--- config.mk ---
export PLATFORM = sky130hd
export DESIGN_NAME = edge_capture_timer
export DESIGN_NICKNAME = d
export VERILOG_FILES = /design/src/rtl/ect_pkg.sv /design/src/rtl/ect_edge_sync.sv /design/src/rtl/ect_run_counter.sv /design/src/rtl/ect_capture_regs.sv /design/src/rtl/edge_capture_timer.sv
export SDC_FILE = /design/constraint.sdc
export NUM_CORES = 1
export LEC_CHECK = 0
export BUFFER_PORTS_ARGS = -buffer_cell sky130_fd_sc_hd__buf_2
export CORE_MARGIN = 3
export CORE_UTILIZATION = 41
export CTS_BUF_LIST = sky130_fd_sc_hd__clkbuf_4 sky130_fd_sc_hd__clkbuf_8 sky130_fd_sc_hd__clkbuf_16
export CTS_CLUSTER_DIAMETER = 60
export DETAILED_ROUTE_END_ITERATION = 8
export HOLD_SLACK_MARGIN = 0.12
export PLACE_DENSITY = 0.76
export SYNTH_ARGS = -nofsm -noshare
export SYNTH_HDL_FRONTEND = slang
export SYNTH_SLANG_ARGS = --single-unit
--- constraint.sdc ---
create_clock -name clk -period 2.3 [get_ports clk]
set_input_delay 0 -clock clk [delete_from_list [all_inputs] [get_ports clk]]
set_output_delay 0 -clock clk [all_outputs]
set_load 0.005 [all_outputs]
--- src/rtl/ect_pkg.sv ---
package ect_pkg;

    parameter int unsigned DEF_CNT_W       = 16;
    parameter int unsigned DEF_SYNC_STAGES = 2;

    localparam logic [1:0] MODE_CAPTURE = 2'b01;

    typedef struct packed {
        logic rise;
        logic fall;
    } edge_evt_t;

    typedef enum logic {
        ST_IDLE = 1'b0,
        ST_RUN  = 1'b1
    } run_st_e;

    function automatic edge_evt_t gate_events(edge_evt_t raw, logic open);
        edge_evt_t g;
        g.rise = raw.rise & open;
        g.fall = raw.fall & open;
        return g;
    endfunction

endpackage

--- src/rtl/ect_edge_sync.sv ---
module ect_edge_sync
    import ect_pkg::*;
#(
    parameter int unsigned SYNC_STAGES = DEF_SYNC_STAGES
) (
    input  logic      clk,
    input  logic      rst,
    input  logic      din,
    output edge_evt_t evt
);

    localparam int unsigned PIPE_W = SYNC_STAGES + 1;

    logic [PIPE_W-1:0] pipe;

    always_ff @(posedge clk) begin
        if (rst) begin
            pipe <= '0;
        end else begin
            pipe <= {pipe[PIPE_W-2:0], din};
        end
    end

    always_comb begin
        evt.rise = pipe[SYNC_STAGES-1] & ~pipe[SYNC_STAGES];
        evt.fall = ~pipe[SYNC_STAGES-1] & pipe[SYNC_STAGES];
    end

    AST_EDGE_ORDER: assert property (@(posedge clk) disable iff (rst)
        evt.rise |=> !evt.rise) else $error("double rise");

endmodule

--- src/rtl/ect_run_counter.sv ---
module ect_run_counter
    import ect_pkg::*;
#(
    parameter int unsigned CNT_W = DEF_CNT_W
) (
    input  logic             clk,
    input  logic             rst,
    input  logic             trig_rise,
    input  logic             start_en,
    input  logic             stop_en,
    input  logic             irq_en,
    output logic [CNT_W-1:0] count,
    output logic             running,
    output logic             overflow,
    output logic             stop_irq
);

    localparam logic [CNT_W-1:0] CNT_MAX = {CNT_W{1'b1}};

    run_st_e st;
    logic    start_hit;
    logic    stop_hit;
    logic    at_max;

    assign running = (st == ST_RUN);

    always_comb begin
        start_hit = (st == ST_IDLE) && trig_rise && start_en;
        stop_hit  = (st == ST_RUN) && trig_rise && stop_en;
        at_max    = (count == CNT_MAX);
    end

    always_ff @(posedge clk) begin
        if (rst) begin
            st       <= ST_IDLE;
            count    <= '0;
            overflow <= 1'b0;
            stop_irq <= 1'b0;
        end else begin
            stop_irq <= 1'b0;
            if (start_hit) begin
                st       <= ST_RUN;
                count    <= '0;
                overflow <= 1'b0;
            end else if (stop_hit) begin
                st       <= ST_IDLE;
                stop_irq <= irq_en;
            end else if (st == ST_RUN) begin
                if (at_max) begin
                    overflow <= 1'b1;
                end else begin
                    count <= count + 1'b1;
                end
            end
        end
    end

    AST_IRQ_ONE_CYCLE: assert property (@(posedge clk) disable iff (rst)
        stop_irq |=> !stop_irq) else $error("irq too wide");
    AST_IDLE_HOLD: assert property (@(posedge clk) disable iff (rst)
        (!running && !(trig_rise && start_en)) |=> $stable(count)) else $error("idle count moved");
    AST_NO_WRAP: assert property (@(posedge clk) disable iff (rst)
        (running && at_max) |=> (count == CNT_MAX)) else $error("counter wrapped");
    AST_OVF_STICKY: assert property (@(posedge clk) disable iff (rst)
        (overflow && !start_hit) |=> overflow) else $error("overflow dropped");
    AST_START_ZERO: assert property (@(posedge clk) disable iff (rst)
        start_hit |=> (count == '0 && running)) else $error("start not at zero");

endmodule

--- src/rtl/ect_capture_regs.sv ---
module ect_capture_regs
    import ect_pkg::*;
#(
    parameter int unsigned CNT_W = DEF_CNT_W
) (
    input  logic             clk,
    input  logic             rst,
    input  edge_evt_t        evt,
    input  logic             running,
    input  logic [CNT_W-1:0] count,
    output logic [CNT_W-1:0] cap_rise,
    output logic [CNT_W-1:0] cap_fall
);

    logic load_rise;

    assign load_rise = evt.rise & running;

    always_ff @(posedge clk) begin
        if (rst) begin
            cap_rise <= '0;
            cap_fall <= '0;
        end else begin
            if (load_rise) begin
                cap_rise <= count;
            end
            if (evt.fall) begin
                cap_fall <= count;
            end
        end
    end

    AST_RISE_HOLD: assert property (@(posedge clk) disable iff (rst)
        !load_rise |=> $stable(cap_rise)) else $error("cap_rise moved");
    AST_FALL_HOLD: assert property (@(posedge clk) disable iff (rst)
        !evt.fall |=> $stable(cap_fall)) else $error("cap_fall moved");

endmodule

--- src/rtl/edge_capture_timer.sv ---
module edge_capture_timer
    import ect_pkg::*;
#(
    parameter int unsigned CNT_W       = DEF_CNT_W,
    parameter int unsigned SYNC_STAGES = DEF_SYNC_STAGES
) (
    input  logic             clk,
    input  logic             rst,
    input  logic             evt_in,
    input  logic [1:0]       mode_sel,
    input  logic             trig_en,
    input  logic             start_en,
    input  logic             stop_en,
    input  logic             irq_en,
    output logic [CNT_W-1:0] cap_rise,
    output logic [CNT_W-1:0] cap_fall,
    output logic [CNT_W-1:0] count,
    output logic             overflow,
    output logic             stop_irq
);

    edge_evt_t raw_evt;
    edge_evt_t act_evt;
    logic      gate_open;
    logic      running;

    assign gate_open = trig_en && (mode_sel == MODE_CAPTURE);
    assign act_evt   = gate_events(raw_evt, gate_open);

    ect_edge_sync #(
        .SYNC_STAGES (SYNC_STAGES)
    ) u_sync (
        .clk (clk),
        .rst (rst),
        .din (evt_in),
        .evt (raw_evt)
    );

    ect_run_counter #(
        .CNT_W (CNT_W)
    ) u_cnt (
        .clk       (clk),
        .rst       (rst),
        .trig_rise (act_evt.rise),
        .start_en  (start_en),
        .stop_en   (stop_en),
        .irq_en    (irq_en),
        .count     (count),
        .running   (running),
        .overflow  (overflow),
        .stop_irq  (stop_irq)
    );

    ect_capture_regs #(
        .CNT_W (CNT_W)
    ) u_cap (
        .clk      (clk),
        .rst      (rst),
        .evt      (act_evt),
        .running  (running),
        .count    (count),
        .cap_rise (cap_rise),
        .cap_fall (cap_fall)
    );

    AST_GATE_CLOSED: assert property (@(posedge clk) disable iff (rst)
        !gate_open |=> ($stable(cap_rise) && $stable(cap_fall))) else $error("gate leak");
    AST_IRQ_NEEDS_EN: assert property (@(posedge clk) disable iff (rst)
        (!irq_en) |=> !stop_irq) else $error("irq without enable");

endmodule

### After elaboration in Yosys (flattened, before gate mapping)

Cells that the tools add are included.
Widths: inputs -> output; s select.

| storage, ports and cells | value |
|---|---|
| register bits | 54 |
| bits of input ports | 9 |
| output and inout bits | 50 |

| operators by class | value |
|---|---|
| $add $sub $neg | 1 |
| equality and inequality tests | 2 |
| multiplexer cells | 2 |
| bitwise operators | 10 |
| reduce and logical (&&, ||, !) cells | 10 |

Operators by type and width:

| operator | count |
|---|---|
| $add 16x1->16 const B | 1 |
| $eq 16x16->1 const B | 1 |
| $reduce_and 3->1 | 2 |
| $and 1x1->1 | 5 |
| $logic_and 1x1->1 | 5 |
| $not 1->1 | 5 |
| $reduce_or 3->1 | 1 |
| $eq 2x1->1 const B | 1 |
| $mux 1 | 2 |
| $reduce_bool 2->1 | 1 |
| $reduce_or 2->1 | 1 |

### Longest topological paths before layout

Gate-level depths: netlist of run 1.

| logic depth | value |
|---|---|
| depth in word-level cells | 7 |
| gate-level depth with buffers | 7 |
| depth with buffers taken out | 5 |

### Cells and area by module

From an unflattened synthesis of run 1, not the netlist that was laid out.

| unflattened totals | value |
|---|---|
| cell total of the unflattened synthesis | 244 |
| area total of the unflattened synthesis | 2432.3 sq um |

Modules (own cells, without submodules):

| module | times used | cells an instance | area each (sq um) | seq. area each (sq um) |
|---|---|---|---|---|
| ect_capture_regs | 1 | 123 | 1342.5 | 640.6 |
| ect_run_counter | 1 | 111 | 978.4 | 380.4 |
| ect_edge_sync | 1 | 8 | 91.3 | 60.1 |
| edge_capture_timer | 1 | 2 | 20.0 | 0.0 |

### Worst setup path before layout of run 1

Ideal clock, no wire load.

| timing | value |
|---|---|
| kind | register to register |
| from | reg u_cnt.count[0] |
| to | reg u_cnt.count[7] |
| library setup time | 70 ps |
| arrival time | 1706 ps |
| slack | 523 ps |
| cell stages (with the launch flop) | 7 |
| path buffers | 1 |
| clock period less this slack | 1777 ps |
| cells stage by stage | dfxtp_1 ha_1 and4_4 and4bb_4 buf_6 or4_1 a21oi_1 |

| between the ends | value |
|---|---|
| cells in the longest elaborated chain, start to end | 3 |
| elaborated cells on any way between the ends | 4 |

Ends and longest elaborated chain:

| item | RTL line | source |
|---|---|---|
| start, declared | ect_run_counter.sv:12 | `output logic [CNT_W-1:0] count,` |
| start signal, assigned | ect_run_counter.sv:52 | `count <= count + 1'b1;` |
| branches (longest 3 deep; another with $add 16x1->16) | n/a |  |

Several ways; the timed one is not identified.
A chain may end at the register's enable or synchronous reset.

### Worst setup path after layout of run 1

| timing | value |
|---|---|
| from | reg u_cnt.count[0] |
| to | reg u_cnt.count[9] |

Same word-level chain as after synthesis.

==> reports/results.tsv, run 1 <==
stage	metric	value	unit
global_routing	global-route usage over all layers	16.6	%
die	Die Ht	79.9	um
drt	DRC viols	0	
timing	Slew HR	54.1	%
critical_path	worst r2r dst	u_cnt.count[9]$_SDFFE_PP0P_	
job	Max Cap Violations	0	
logic_synthesis	post-synthesis mux area share	8.05	%
drt	DRT antenna net count	0	
die	core footprint	5200	um2
timing	Final Max Slew Viols	0	
drt	TritonRoute pass-1 iters	4	
timing	final worst slack	414	ps
clock_tree	clk_lat worst skew	300	ps
critical_path	Worst EP required	2530	ps
logic_synthesis	post-synthesis compound-gate area fraction	14.4	%
die	die area	6380	um2
critical_path	CP Max Fanout	22	
timing	Peak Freq	530	MHz
finish	share of cells above drive strength 1	26.3	%
die	num ports	59	
timing	# setup viols final	0	
drt	Via density	5.37	
pwr	Leak	1.18	nW
critical_path	slowest CP cell	or4_1	
pwr	Worst VDD drop	279	uV
outcome	outcome	completed	
logic_synthesis	Avg Inst Size Synth	9.28	um2
timing	Setup TNS	0	ps
clock_tree	CTS buffer count	5	
critical_path	CP arrival	2110	ps
drt	WL/cell	13.7	um
clock_tree	clock buffer depth	2	
die	Starting Density	43.0	%
logic_synthesis	largest family of logic cells by synthesized area	simple AND/OR/NAND/NOR gates	
logic_synthesis	Post-Synth Simple-Gate Area	25.5	%
global_routing	pin count of the biggest net entering global routing	40	
logic_synthesis	register area share after synthesis	48.3	%
placed_design	DP HPWL	3560	um
logic_synthesis	Yosys cell types	42	
clock_tree	H-tree Lvls	2	
finish	Ant. Diodes	0	
finish	Final Util	51.7	%
pwr	NetSw	0.000314	W
logic_synthesis	Post-synth top flop	dfxtp_1	
placed_design	cell total after placement	360	
pwr	Internal	0.00117	W
critical_path	Worst Setup End Kind	register	
timing	Final Hold Fails	0	
min_path	worst hold start	start_en	
finish	P&R area growth vs syn	20.4	%
global_routing	gr ovfl total	0	
logic_synthesis	Post-Syn Nets	251	
placed_design	Area after DPL	2580	um2
critical_path	cells on worst reg2reg path	5	
min_path	hold crit path type	input port to register	
drt	via count	1987	
logic_synthesis	EDFF count, synth	0	
die	Die Wd	79.9	um
placed_design	port buffer count	58	
min_path	Hold Crit Depth	4	
critical_path	crit-path cells	ha_1 -> and4_4 -> and4bb_4 -> or4_1 -> a21oi_1	
critical_path	CP Launch Type	register	
critical_path	WS Path Type	register to register	
drt	Starting DRT DRC Count	108	
min_path	Worst Hold End	u_cnt.running$_SDFFE_PP0P_	
logic_synthesis	Synth Area in Adders	0.559	%
pwr	Comb pwr share	2.7	%
logic_synthesis	post-synthesis cell area	2240	um2
pwr	clock share of power	34.1	%
clock_tree	Worst-path clk slew	90	ps
finish	design area	2690	um2
timing	fin crit period	1890	ps
timing	RSZ-0062 raised after global routing	no	
logic_synthesis	Synth Area in XOR/XNOR	0	%
clock_tree	total clock sinks	54	
drt	final wirelength	5080	um
logic_synthesis	post-synthesis register bit count	54	
die	# rows	26	
global_routing	vias in the first global route	1801	
global_routing	initial antenna violation count	0	
critical_path	Slowest Stage Delay on Critical Path	510	ps
timing	fin crit share	82.0	%
finish	final non-filler cell total	370	
clock_tree	TritonCTS clock tree	yes	
placed_design	pre-CTS WS	454	ps
placed_design	GP Congestion	0.821	
logic_synthesis	ys async rst share	0	%
critical_path	Reg2Reg Setup Slack	410	ps
clock_tree	clk root buf	clkbuf_8	
pwr	switch share	21.1	%
critical_path	RR Startpoint	u_cnt.count[0]$_SDFFE_PP0P_	
pwr	power density over cell area	552	nW/um2
pwr	sequential share of power	63.2	%
finish	Layout Nets	310	
logic_synthesis	Syn. warnings	0	
timing	Worst-Margin Slew	689	ps
global_routing	first-pass GRT wire length	8340	um
timing	Final Skew	5.90	ps
logic_synthesis	Mapped Cells	241	
[flip-flops by register name, indices dropped and copies added (netlist names)]
register / cells
u_cap.cap_fall: 16
u_cap.cap_rise: 16
u_cnt.count: 16
u_cnt.overflow: 1
u_cnt.running: 1
u_cnt.stop_irq: 1
u_sync.pipe: 3
[power groups by stage]
stage	clock network [W]	logic [W]	registers, W
global placement	0	0.0000380	0.000960
floorplan	0	0.0000245	0.000960
detailed placement	0	0.0000386	0.000960
finish	0.000506	0.0000408	0.000938
global route	0.000563	0.0000451	0.000939
CTS	0.000528	0.0000413	0.000938
[Yosys cell counts (2+ instances only)]
cell type | n | area (um2)
nor2_1 | 18 | 67.6
buf_2 | 2 | 10.0
nand3b_2 | 2 | 22.5
nor3_1 | 2 | 10.0
o21ai_1 | 3 | 15.0
nand2b_1 | 3 | 18.8
mux2i_1 | 18 | 180
nor4_1 | 3 | 18.8
a21oi_1 | 28 | 140
or3_1 | 2 | 12.5
nand2_1 | 39 | 146
and3_1 | 2 | 12.5
o21a_1 | 2 | 15.0
or4_1 | 8 | 60.1
and4_1 | 2 | 17.5
nand4_1 | 2 | 12.5
buf_6 | 2 | 22.5
nand3_1 | 7 | 35.0
clkbuf_1 | 8 | 30.0
o31ai_1 | 8 | 60.1
dfxtp_1 | 54 | 1080
nor2b_1 | 6 | 37.5
[worst max path at each step]
stage                     depth (start not counted)                      endpoint                         from
final                                             5   u_cnt.count[9]$_SDFFE_PP0P_  u_cnt.count[0]$_SDFFE_PP0P_
after global routing                              5  u_cnt.count[14]$_SDFFE_PP0P_  u_cnt.count[0]$_SDFFE_PP0P_
after CTS                                         5   u_cnt.count[9]$_SDFFE_PP0P_  u_cnt.count[0]$_SDFFE_PP0P_
after detailed placement                          5   u_cnt.count[9]$_SDFFE_PP0P_  u_cnt.count[0]$_SDFFE_PP0P_
after global placement                            5  u_cnt.count[11]$_SDFFE_PP0P_  u_cnt.count[0]$_SDFFE_PP0P_
after floorplan                                   6   u_cnt.count[7]$_SDFFE_PP0P_  u_cnt.count[0]$_SDFFE_PP0P_
[kinds of logic after synthesis]
family / count (synthesis)
multiplexers: 18
adder cells (fa/ha/maj): 1
buffers and inverters: 14
AND/OR/NAND/NOR: 105
flip-flops: 54
AO/OA/AOI/OAI: 49
[routing by layer]
metal | track usage, % | vias up | part of all wire [%]
li1 | - | 981 | -
met1 | 20.3 | 943 | 45
met2 | 28.4 | 59 | 48
met3 | 4.74 | 4 | 6.0
met4 | 4.73 | 0 | 0.75
met5 | 0 | - | 0
[cells in the final DEF (no fill, tap or decap), types with 4 or more instances in the layout]
| cell | netlist | layout |
|---|---|---|
| nor2b_1 | 6 | 6 |
| clkbuf_8 | 0 | 5 |
| buf_2 | 2 | 58 |
| buf_4 | 0 | 4 |
| mux2i_1 | 18 | 18 |
| o31ai_1 | 8 | 8 |
| nor2_1 | 18 | 18 |
| nand2_1 | 39 | 39 |
| dfxtp_1 | 54 | 54 |
| or4_1 | 8 | 8 |
| a21oi_1 | 28 | 28 |
| nand3_1 | 7 | 7 |
[cell type report]
| cell class | instances | area, um2 |
|---|---|---|
| Multi-Input combinational cell | 173 | 1090 |
| Tap cell | 70 | 87.6 |
| Inverter | 1 | 3.75 |
| Timing Repair Buffer | 65 | 350 |
| Clock inverter | 1 | 7.51 |
| Sequential cell | 54 | 1080 |
| Clock buffer | 6 | 76.3 |
| Fill cell | 512 | 2510 |
[metrics by stage]
step	power [W]	hold slack (ps)
2_1_floorplan	0.000984	128
3_3_place_gp	0.000998	220
3_5_place_dp	0.000999	221
4_1_cts	0.00151	134
5_1_grt	0.00155	166
6_report	0.00149	144
[worst max-delay path, delay by kind of cell (launching register included)]
kind                       cells  cell delay, ps
and+or+nand+nor                3            1010
adders and majority gates      1             270
DFF                            1             380
AOI/OAI and AO/OA              1             150
[timing repair]
action,in CTS,in global routing
endpoints found under the hold margin,2,0
hold buffers,3,0
setup buffers,0,0
gates resized for setup,0,0
No activity file was read; power rests on OpenSTA's default activity.
==> run 2, diff against run 1 <==
--- a/config.mk
+++ b/config.mk
@@ -5,6 +5,7 @@
 export SDC_FILE = /design/constraint.sdc
 export NUM_CORES = 1
 export LEC_CHECK = 0
+export ABC_AREA = 1
 export BUFFER_PORTS_ARGS = -buffer_cell sky130_fd_sc_hd__buf_2
 export CORE_MARGIN = 3
 export CORE_UTILIZATION = 41
@@ -12,7 +13,7 @@
 export CTS_CLUSTER_DIAMETER = 60
 export DETAILED_ROUTE_END_ITERATION = 8
 export HOLD_SLACK_MARGIN = 0.12
-export PLACE_DENSITY = 0.76
+export PLACE_DENSITY = 0.77
 export SYNTH_ARGS = -nofsm -noshare
 export SYNTH_HDL_FRONTEND = slang
 export SYNTH_SLANG_ARGS = --single-unit
==> constraint.sdc (replaced) <==
create_clock -name clk -period 1.6 [get_ports clk]
set_input_delay 0 -clock clk [delete_from_list [all_inputs] [get_ports clk]]
set_output_delay 0 -clock clk [all_outputs]
set_load 0.005 [all_outputs]
==> run 2 against run 1 <==
Effect of this change: global-route usage rose by 3.1 points; worst setup slack got worse by 330 ps; first-iteration DRC count shrank 10%; non-clock buffer count rose by 23; maximum frequency grew 24%; combinational power grew 110%; register-to-register slack worse by 330 ps; clock power is 58% higher; clock skew grew 3.1 ps; sequential power rose by 44%; via count increased by 26%; critical path type unchanged; largest power group unchanged; highest routed layer unchanged.
==> reports/results.tsv, run 2 <==
stage	metric	value	unit
finish	register area	1080	um2
drt	via count	2513	
drt	TritonRoute pass-1 iters	5	
global_routing	initial antenna violation count	0	
logic_synthesis	Synth top cells by count	nand2_1, dfxtp_1, a21oi_1, nand3_1, inv_1	
logic_synthesis	largest area contributor in the netlist	dfxtp_1	
finish	share of cells above drive strength 1	31.1	%
global_routing	met1 layer usage reported by global route	23.6	%
finish	Ant. Diodes	0	
logic_synthesis	post-synthesis register bit count	54	
die	die area	7070	um2
pwr	power density over cell area	702	nW/um2
job	Max Cap Violations	0	
drt	WL/cell	13.6	um
critical_path	CP arrival	1770	ps
clock_tree	clk_lat worst skew	310	ps
critical_path	Worst Setup End Kind	register	
global_routing	first-pass GRT wire length	11400	um
global_routing	met3 Usage GRT	4.94	%
finish	commonest non-fill, non-tap cells in the layout	nand2_1, buf_2, dfxtp_1	
finish	final non-filler cell total	497	
timing	Min Hold Slack	156	ps
outcome	outcome	completed	
logic_synthesis	area share of the largest cell type after synthesis	43.2	%
logic_synthesis	Syn. warnings	0	
clock_tree	total clock sinks	54	
critical_path	worst r2r dst	u_cnt.stop_irq$_SDFF_PP0_	
critical_path	CP Max Fanout	3	
drt	DRT antenna net count	0	
logic_synthesis	Post-Syn Nets	351	
logic_synthesis	Avg Inst Size Synth	7.33	um2
global_routing	vias in the first global route	2454	
critical_path	crit-path cells	inv_2 -> nor2_2 -> nand3_2 -> nor2_4 -> nand2_1 -> dlygate4sd3_1 -> nor2_1	
timing	Worst-Margin Slew	396	ps
global_routing	global-route usage over all layers	19.7	%
finish	Largest regs	u_cap.cap_fall (16), u_cap.cap_rise (16), u_cnt.count (16)	
logic_synthesis	post-synthesis cell area	2500	um2
drt	Via density	5.06	
timing	fin crit share	94.8	%
clock_tree	CTS buffer count	5	
logic_synthesis	Post-synth top flop	dfxtp_1	
critical_path	Reg2Reg Setup Slack	80	ps
placed_design	GP Congestion	0.990	
timing	Final Skew	9.02	ps
logic_synthesis	cell with the most instances after synthesis	nand2_1	
die	Die Ht	84.1	um
finish	P&R area growth vs syn	27.6	%
finish	Layout Nets	434	
timing	# setup viols final	0	
die	num ports	59	
finish	footprint of the multi-input gates	1230	um2
critical_path	CP Launch Type	register	
finish	commonest non-fill, non-tap cell in the layout	nand2_1	
global_routing	most used routing layer	met2	
logic_synthesis	synth top area cells	dfxtp_1, nand2_1, a21oi_1	
drt	Starting DRT DRC Count	97	
timing	Final Hold Fails	0	
placed_design	DP HPWL	5130	um
finish	FILL cells	565	
logic_synthesis	register area share after synthesis	43.2	%
clock_tree	Post-CTS Setup Bufs	0	
placed_design	cell total after placement	482	
die	Starting Density	43.8	%
pwr	Leak	1.46	nW
global_routing	pin count of the biggest net entering global routing	29	
critical_path	Worst EP required	1850	ps
clock_tree	Worst-path clk slew	90	ps
clock_tree	TritonCTS clock tree	yes	
drt	final wirelength	6780	um
critical_path	WS Path Type	register to register	
critical_path	slowest CP cell	dlygate4sd3_1	
global_routing	grt met2 use	32.9	%
logic_synthesis	EDFF count, synth	0	
logic_synthesis	ys async rst share	0	%
min_path	Worst Hold End	u_cnt.running$_SDFFE_PP0P_	
critical_path	Slowest Stage Delay on Critical Path	550	ps
global_routing	gr ovfl total	0	
clock_tree	clock buffer depth	2	
clock_tree	H-tree Lvls	2	
placed_design	port buffer count	58	
clock_tree	clk root buf	clkbuf_8	
timing	Peak Freq	660	MHz
timing	Slew HR	73.6	%
timing	Final Max Slew Viols	0	
logic_synthesis	Mapped Cells	341	
min_path	hold crit path type	input port to register	
critical_path	RR Startpoint	u_sync.pipe[1]$_SDFF_PP0_	
min_path	worst hold start	trig_en	
min_path	Hold Crit Depth	5	
die	Die Wd	84.1	um
timing	fin crit period	1520	ps
die	core footprint	5710	um2
drt	DRC viols	0	
logic_synthesis	Yosys cell types	26	
critical_path	cells on worst reg2reg path	7	
die	# rows	27	
pwr	Worst VDD drop	324	uV
-- run 2: cell count changes in the layout (fill, tap and decap cells not counted), moves of 6 or more --
cell | previous run | this run
a21oi_1 | 28 | 35
nand3_2 | 1 | 8
nor2_2 | 0 | 11
or4_1 | 8 | 0
nor2b_1 | 6 | 0
nor2_1 | 18 | 30
buf_4 | 4 | 22
nor2_4 | 0 | 7
inv_1 | 1 | 34
mux2i_1 | 18 | 0
nand2_1 | 39 | 75
o21ai_0 | 1 | 18
nand3_1 | 7 | 35
o31ai_1 | 8 | 0
-- run 2: worst max-delay path, delay by kind of cell (launching register included) --
kind                   cells  cell delay, ps
buffers and inverters      2             590
flip-flops                 1             350
AND/OR/NAND/NOR            5             510
-- run 2: kinds of logic (layout without fill, tap and decap cells) --
kind of cell | Yosys count | count (layout) | share of synthesized area [%]
simple gates | 175 | 175 | 34.7
flops | 54 | 54 | 43.2
compound gates | 57 | 57 | 12.0
fa+ha+maj | 1 | 1 | 0.500
buf+inv | 51 | 135 | 8.60
xor+xnor | 3 | 3 | 1.05
-- run 2: stage by stage --
step | setup TNS [ps] | worst slack (ps) | utilization, % | power, W | area (um2)
global placement | 0 | 137 | 52.5 | 0.00146 | 3000
detailed placement | 0 | 98.3 | 52.5 | 0.00146 | 3000
floorplan | 0 | 107 | - | 0.00143 | 2500
finish | 0 | 84.0 | 55.9 | 0.00224 | 3190
CTS | 0 | 76.2 | 55.4 | 0.00225 | 3160
global route | -4.52 | -4.52 | 55.9 | 0.00231 | 3190
-- run 2: how the worst max path moves through the flow --
stage,start,end,slack (ps)
after detailed placement,u_cnt.count[0]$_SDFFE_PP0P_,u_cnt.count[10]$_SDFFE_PP0P_,100
final,u_sync.pipe[1]$_SDFF_PP0_,u_cnt.stop_irq$_SDFF_PP0_,80
after global placement,u_cnt.count[0]$_SDFFE_PP0P_,u_cnt.count[12]$_SDFFE_PP0P_,140
after CTS,u_sync.pipe[1]$_SDFF_PP0_,u_cnt.stop_irq$_SDFF_PP0_,80
after global routing,u_cnt.count[1]$_SDFFE_PP0P_,u_cnt.count[10]$_SDFFE_PP0P_,-5
after floorplan,u_cnt.count[1]$_SDFFE_PP0P_,u_cnt.count[12]$_SDFFE_PP0P_,110
-- run 2: repair_timing --
action,4_1_cts,5_1_grt
hold buffers,7,0
gates resized for setup,0,8
endpoints found under the setup margin,0,13
endpoints found under the hold margin,23,0
-- run 2: per-layer routing --
metal  routed length (um)  vias to the layer above
li1                     -                     1260
met4                  256                        0
met3                  450                       23
met5                    0                        -
met1                 2760                     1142
met2                 3310                       88
-- run 2: cell type report --
class	instances	area share [%]
multi-input combinational	236	38.5
sequential	54	34.0
timing repair buffer	88	17.1
inverter	39	4.63
clock buffer	7	2.82
tap	72	2.82
clock inverter	1	0.157
-- run 2: power by group --
group / switching (W) / internal, W
registers: 0.00000323 / 0.00135
clock network: 0.000434 / 0.000367
logic: 0.0000519 / 0.0000342
total: 0.000489 / 0.00175
==> run 3, diff against run 2 <==
--- a/config.mk
+++ b/config.mk
@@ -8,12 +8,12 @@
 export ABC_AREA = 1
 export BUFFER_PORTS_ARGS = -buffer_cell sky130_fd_sc_hd__buf_2
 export CORE_MARGIN = 3
-export CORE_UTILIZATION = 41
+export CORE_UTILIZATION = 31
 export CTS_BUF_LIST = sky130_fd_sc_hd__clkbuf_4 sky130_fd_sc_hd__clkbuf_8 sky130_fd_sc_hd__clkbuf_16
 export CTS_CLUSTER_DIAMETER = 60
 export DETAILED_ROUTE_END_ITERATION = 8
 export HOLD_SLACK_MARGIN = 0.12
-export PLACE_DENSITY = 0.77
+export PLACE_DENSITY = 0.62
 export SYNTH_ARGS = -nofsm -noshare
 export SYNTH_HDL_FRONTEND = slang
 export SYNTH_SLANG_ARGS = --single-unit
==> constraint.sdc (replaced) <==
create_clock -name clk -period 1.9 [get_ports clk]
set_input_delay 0 -clock clk [delete_from_list [all_inputs] [get_ports clk]]
set_output_delay 0 -clock clk [all_outputs]
set_load 0.005 [all_outputs]
==> run 3 against run 2 <==
Effect of this change: non-clock buffer count decreased by 7; first-iteration DRC count increased by 29%; clock skew decreased by 2.8 ps; sequential power decreased by 16%; clock power decreased by 7.5%; global-route usage decreased by 4.4 points; critical path depth decreased by 2; critical path type unchanged; largest power group unchanged; highest routed layer unchanged.
==> reports/results.tsv, run 3 (synthesis gave the netlist of run 2 again) <==
stage	metric	value	unit
clock_tree	total clock sinks	54	
timing	Worst-Margin Slew	311	ps
drt	Top Layer Used	met4	
critical_path	Setup crit start	u_cnt.running$_SDFFE_PP0P_	
die	Die Wd	95.8	um
critical_path	worst r2r dst	u_cnt.running$_SDFFE_PP0P_	
pwr	power density over cell area	619	nW/um2
critical_path	worst path bufs/invs	2	
clock_tree	Worst-path clk slew	90	ps
timing	Final Skew	6.21	ps
clock_tree	Post-CTS Setup Bufs	0	
critical_path	crit-path cells	buf_4 -> nand4_1 -> nand2_1 -> a21oi_1 -> dlygate4sd3_1	
die	core footprint	7770	um2
timing	# setup viols final	0	
finish	Largest regs	u_cap.cap_fall (16), u_cap.cap_rise (16), u_cnt.count (16)	
finish	FILL cells	844	
drt	Via density	4.58	
clock_tree	clk root buf	clkbuf_8	
finish	P&R area growth vs syn	26.1	%
global_routing	gr ovfl total	0	
drt	WL met3	343	um
finish	Ant. Diodes	0	
pwr	overall power	0.00195	W
drt	TritonRoute pass-1 iters	5	
critical_path	Worst Setup End Kind	register	
clock_tree	clock buffer depth	2	
die	Die Ht	95.8	um
pwr	Worst VDD drop	285	uV
critical_path	WS Path Type	register to register	
timing	RSZ-0062 raised after global routing	no	
critical_path	CP arrival	1980	ps
timing	Peak Freq	562	MHz
drt	DRC viols	0	
pwr	Leak	1.42	nW
placed_design	Area after DPL	2960	um2
drt	final wirelength	6740	um
critical_path	RR Startpoint	u_cnt.running$_SDFFE_PP0P_	
critical_path	CP Launch Type	register	
finish	design area	3150	um2
finish	commonest non-fill, non-tap cells in the layout	nand2_1, buf_2, dfxtp_1	
die	die area	9180	um2
die	num ports	59	
critical_path	Slowest Stage Delay on Critical Path	550	ps
critical_path	slowest CP cell	dlygate4sd3_1	
critical_path	cells on worst reg2reg path	5	
drt	via count	2384	
timing	fin crit period	1780	ps
clock_tree	CTS buffer count	5	
placed_design	port buffer count	58	
die	Starting Density	32.2	%
global_routing	global-route usage over all layers	15.3	%
placed_design	DP HPWL	5250	um
placed_design	GP Congestion	0.866	
finish	commonest non-fill, non-tap cell in the layout	nand2_1	
critical_path	CP Depth	5	
timing	Final Max Slew Viols	0	
global_routing	pin count of the biggest net entering global routing	29	
critical_path	crit path to	u_cnt.running$_SDFFE_PP0P_	
drt	WL met1	3140	um
critical_path	kind of cell with the highest combined delay on the critical path	buffers and inverters	
global_routing	initial antenna violation count	0	
critical_path	Worst EP required	2100	ps
min_path	hold crit path type	input port to register	
timing	Final Hold Fails	0	
drt	Starting DRT DRC Count	125	
clock_tree	H-tree Lvls	2	
die	# rows	32	
timing	Setup TNS	0	ps
outcome	outcome	completed	
clock_tree	TritonCTS clock tree	yes	
drt	WL/cell	13.0	um
timing	Slew HR	79.3	%
critical_path	Reg2Reg Setup Slack	120	ps
job	Max Cap Violations	0	
timing	fin crit share	93.6	%
critical_path	CP Max Fanout	21	
global_routing	first-pass GRT wire length	10900	um
clock_tree	clk_lat worst skew	310	ps
finish	Layout Nets	427	
drt	Detail Route met2 WL	3190	um
drt	DRT antenna net count	0	
finish	share of cells above drive strength 1	28.5	%
global_routing	vias in the first global route	2265	
[run 3: timing repair]
item	CTS	global route
hold endpoints to repair	23	0
resized for setup	0	0
hold buffers	8	0
[run 3: stage by stage]
step	instances	utilization [%]	hold WS [ps]	setup slack (ps)
6_report	520	40.6	256	121
5_1_grt	520	40.6	281	7.76
4_1_cts	520	40.6	256	147
3_5_place_dp	504	38.2	214	194
3_3_place_gp	504	38.2	211	288
2_1_floorplan	341	-	107	407
[run 3: worst min path at each step]
| stage | cells past startpoint | start | slack (ps) | to |
|---|---|---|---|---|
| after floorplan | 2 | evt_in | 110 | u_sync.pipe[0]$_SDFF_PP0_ |
| after global placement | 3 | evt_in | 210 | u_sync.pipe[0]$_SDFF_PP0_ |
| after detailed placement | 3 | evt_in | 210 | u_sync.pipe[0]$_SDFF_PP0_ |
| after CTS | 6 | trig_en | 260 | u_cap.cap_rise[2]$_SDFFE_PP0P_ |
| after global routing | 6 | trig_en | 280 | u_cap.cap_rise[0]$_SDFFE_PP0P_ |
| final | 6 | trig_en | 260 | u_cap.cap_rise[2]$_SDFFE_PP0P_ |
[run 3: layout make-up]
class,count,area (um2),share of cell area (%)
flip-flops and latches,54,1080,34.3
well taps,102,128,4.05
multi-input cells,236,1200,38.2
inverters,39,148,4.68
repair buffers,81,483,15.3
clock buffers,8,110,3.49
[run 3: worst register-to-register path, delay by kind of cell (launching register included)]
family | cells | cell delay [ps]
DFF | 1 | 340
buffers and inverters | 2 | 810
AOI/OAI and AO/OA | 1 | 80
and+or+nand+nor | 2 | 440
[run 3: layer usage]
layer  global-route usage (%)  up-vias
met3                     3.36       10
met5                        0        -
met2                     26.9       56
met1                     19.0     1073
li1                         -     1245
met4                     3.67        0
[run 3: where the power goes]
group	internal [W]	switching, W
registers	0.00114	0.00000306
logic	0.0000297	0.0000427
clock network	0.000369	0.000372
